**src/rtl/inport_latch.sv**
```systemverilog
module inport_latch (
  input  logic       clk,
  input  logic       rst_n,
  input  logic [7:0] port_pins,
  input  logic       byte_rdy,
  input  logic       latch_en,
  input  logic       hs_mode,
  input  logic [3:0] reg_sel,
  input  logic       rd_en,
  output logic [7:0] rd_data,
  output logic       hs_n,
  output logic       rdy_flag
);

  localparam logic [3:0] SEL_HELD = 4'h1;
  localparam logic [3:0] SEL_LIVE = 4'hF;

  logic       rdy_q;
  logic       armed;
  logic [7:0] held;

  wire rise    = byte_rdy & ~rdy_q;
  wire rd_held = rd_en & (reg_sel == SEL_HELD);
  wire rd_live = rd_en & (reg_sel == SEL_LIVE);

  assign rd_data = rd_held ? (latch_en ? held : port_pins) :
                   rd_live ? port_pins : 8'h00;

  always_ff @(posedge clk) begin
    if (!rst_n) begin
      rdy_q    <= 1'b0;
      armed    <= 1'b1;
      held     <= 8'h00;
      rdy_flag <= 1'b0;
      hs_n     <= 1'b1;
    end else begin
      rdy_q <= byte_rdy;
      if (rd_held)
        armed <= 1'b1;
      else if (rise && armed && latch_en) begin
        held  <= port_pins;
        armed <= 1'b0;
      end
      if (rise)
        rdy_flag <= 1'b1;
      else if (rd_held)
        rdy_flag <= 1'b0;
      hs_n <= ~(hs_mode & rd_held);
    end
  end

  assert_rearm_R4: assert property (@(posedge clk) disable iff (!rst_n)
    rd_held |=> armed);

  assert_live_no_touch_R4: assert property (@(posedge clk) disable iff (!rst_n)
    (rd_live && !rise) |=> ($stable(held) && armed == $past(armed)));

  assert_frozen_R5: assert property (@(posedge clk) disable iff (!rst_n)
    !armed |=> $stable(held));

  assert_live_no_hs_R3: assert property (@(posedge clk) disable iff (!rst_n)
    rd_live |=> hs_n);

  assert_flag_set_R7: assert property (@(posedge clk) disable iff (!rst_n)
    rise |=> rdy_flag);

  assert_flag_clr_R7: assert property (@(posedge clk) disable iff (!rst_n)
    (rd_held && !rise) |=> !rdy_flag);

  assert_hs_pulse_R8: assert property (@(posedge clk) disable iff (!rst_n)
    (hs_mode && rd_held) |=> !hs_n);

  assert_same_cycle_R10: assert property (@(posedge clk) disable iff (!rst_n)
    (rd_held && rise) |=> ($stable(held) && armed));

endmodule

```
**config.mk**
```make
export PLATFORM = sky130hd
export DESIGN_NAME = inport_latch
export DESIGN_NICKNAME = d
export VERILOG_FILES = /design/src/rtl/inport_latch.sv
export SDC_FILE = /design/constraint.sdc
export NUM_CORES = 1
export LEC_CHECK = 0
export BUFFER_PORTS_ARGS = -buffer_cell sky130_fd_sc_hd__buf_2
export CAP_MARGIN = 20
export CORE_MARGIN = 8
export CORE_UTILIZATION = 43
export DETAILED_ROUTE_END_ITERATION = 16
export PLACE_DENSITY = 0.75
export SLEW_MARGIN = 20
export SYNTH_ARGS = -nofsm -noshare
export SYNTH_HDL_FRONTEND = slang
export SYNTH_SLANG_ARGS = --single-unit
```
**constraint.sdc**
```tcl
create_clock -name clk -period 1.91 [get_ports clk]
set_clock_uncertainty 0.05 [all_clocks]
set_input_delay 0.382 -clock clk [delete_from_list [all_inputs] [get_ports clk]]
set_output_delay 0.382 -clock clk [all_outputs]
set_load 0.05 [all_outputs]
```
==> impl_metrics.tcl <==
set metrics [dict create \
    crit_path_max_incr_delay_ns 0.54 \
    finalHoldViolations 0 \
    min_period_ns 2.05 \
    start_util_pct 45.6 \
    antenna_left 0 \
    synth_area_sq_um 586 \
    synth.avg_cell_area_sq_um 9.29 \
    place_ws_ns -0.277 \
    r2r_slack_ns 0.42 \
    placement.io_buffers 27 \
    worst_slew_pin_slew_ns 0.682 \
    synth-edff-count 0 \
    place_inst 109 \
    drive_gt1_share_pct 52.0 \
    crit_cells 6 \
    status "complete, but fails checks" \
    place_congestion 0.749 \
    num_rows 13 \
    r2r-start "rdy_q" \
    synthCells 63 \
    synth_cell_types 19 \
    grt_usage_pct 11.7 \
    slowest_stage "or4_4" \
    critPathKind "input port to output port" \
    vias_per_cell 5.32 \
    worst_setup_path_end_kind "output port" \
    route.vias.total 612 \
    r2r_end "held[1]" \
    maxCapViolations 0 \
    critPathCapture "rd_data[5]" \
    cp_max_fo 8 \
    cp.arrival_ns 1.62 \
    slew_headroom_pct 54.4 \
    vdd_drop_max_mv 0.402 \
    fin_crit_sh_pct 107 \
    setup_violations 8 \
    seq_area_frac_synth_pct 41.0 \
    synth_seq_cells 12 \
    wl_per_cell_microns 16.0 \
    die_w_microns 52.9 \
    ff2ff_path_depth 3 \
    power_density_nw_per_um2 579 \
    globalRouteOverflowTotal 0 \
    finalNonFillerCells 115 \
    clk_pin_slew_ns 0.07 \
    yosys.area.top_type "dfxtp_1" \
    grt_pass1_vias 595 \
    core_sq_um 1280 \
    cts_max_path_buffers 2 \
    critPathTopFamily "simple AND/OR/NAND/NOR gates" \
    setup_tns_ns -1.04 \
    p_leak_nw 0.476 \
    violations "negative setup slack" \
    layout.nets 119 \
    ys.flop_type "dfxtp_1" \
    synth_top_area_share_pct 41.0 \
    clk_latency_ns 0.27 \
    antenna_found_initial 0 \
    required_ns 1.48 \
    cp.buffers_inverters 3 \
    rsz0062_at_grt "true" \
    dp_hpwl_microns 1140 \
    antenna_cells 0 \
    path_cells "buf_6 > or4_4 > a21oi_4 > buf_12 > a22o_4 > buf_8" \
    hold_path_class "input port to flop" \
    htree_levels 1 \
    syn-num-nets 81 \
    utilization_pct 78.7 \
    io_pins 28 \
    wl_microns 1840 \
    drt_iter0_drc 13 \
    dieArea_sq_um 2800 \
    startpoint "reg_sel[3]" \
    drv_slew 0 \
    clock-root-buffer "clkbuf_4" \
    numCtsBuffers 3 \
    clock_sinks 12 \
    area_growth_pct 72.6 \
    grt_max_degree 21 \
    critPathLaunchType "input port" \
    drc_errors 0 \
    fmax_mhz 488 \
    grt_pass1_wl_microns 2510 \
    setup_slack_ns -0.139 \
    die_h_microns 52.9 \
    first_pass_iters 4 \
    synth.area.top_cells "dfxtp_1 (41%), mux2i_1 (14%), a22o_1 (12%)" \
    cts_tree "yes" \
    yosys_warnings 0 \
    async_flop_share_pct 0 \
]
[final cells by class]
type                            instances  area [sq um]
Multi-Input combinational cell         48           408
Sequential cell                        12           240
Fill cell                              84           274
Timing Repair Buffer                   36           308
Tap cell                               15          18.8
Clock buffer                            4          36.3
[cell usage after synthesis, types with 2 or more instances]
cell type	instances
nand2_1	18
nand3_1	2
clkbuf_1	2
a22o_1	8
mux2i_1	8
dfxtp_1	12
[routing by layer]
layer  global-route usage, %  share of wire [%]  up-vias
met4                    3.88                  0        0
met2                    18.2                 52       21
li1                        -                  -      302
met1                    13.6                 39      289
met5                       0                  0        -
met3                    5.88                9.4        0
[power by group]
part | total [mW] | switching, mW | internal [mW] | leakage, nW
clock network | 0.201 | 0.0850 | 0.116 | 0.0210
logic | 0.116 | 0.0615 | 0.0541 | 0.357
registers | 0.270 | 0.00724 | 0.262 | 0.0982
[sequential cells by signal, summed over array words and instances (netlist names)]
register  count
held          8
armed         1
hs_n          1
rdy_q         1
rdy_flag      1
[worst min path at each step]
stage                       start      end  cells past startpoint
final                     hs_mode     hs_n                      2
after CTS                 hs_mode     hs_n                      2
after detailed placement  held[1]  held[1]                      2
after floorplan           held[0]  held[0]                      2
after global placement    held[5]  held[5]                      2
after global routing      hs_mode     hs_n                      2
[per-stage QoR]
step / area, sq um / hold WS (ns) / power, mW
3_3_place_gp: 790 / 0.393 / 0.366
3_5_place_dp: 790 / 0.402 / 0.368
5_1_grt: 1010 / 0.234 / 0.614
6_report: 1010 / 0.245 / 0.586
2_1_floorplan: 596 / 0.385 / 0.326
4_1_cts: 893 / 0.238 / 0.577
[layout by cell type (no fill, tap or decap), drive strengths merged]
cell type   n
nand4b      1
dfxtp      12
or4         1
mux2i       8
a21boi      1
nand2b      1
nand2      18
nor3        1
clkbuf      4
a31oi       1
and3        1
a22o        8
nand3b      1
buf        36
nand3       2
and2        1
o41ai       1
a21oi       1
and4        1
[kinds of logic (layout without fill, tap and decap cells)]
family	count (synthesis)	in the layout	share of synthesized area, %
AND/OR/NAND/NOR	28	28	23.5
AO/OA/AOI/OAI	12	12	19.7
flip-flops	12	12	41.0
multiplexers	8	8	13.7
buffers and inverters	3	40	2.14
[what timing repair did]
| action | in CTS | in global routing |
|---|---|---|
| setup endpoints to repair | 8 | 8 |
| resized for setup | 18 | 17 |
| pin swaps | 9 | 10 |
| hold buffers | 0 | 0 |
| buffers inserted | 1 | 1 |
| cloned | 0 | 0 |
No activity file was read; power rests on OpenSTA's default activity.
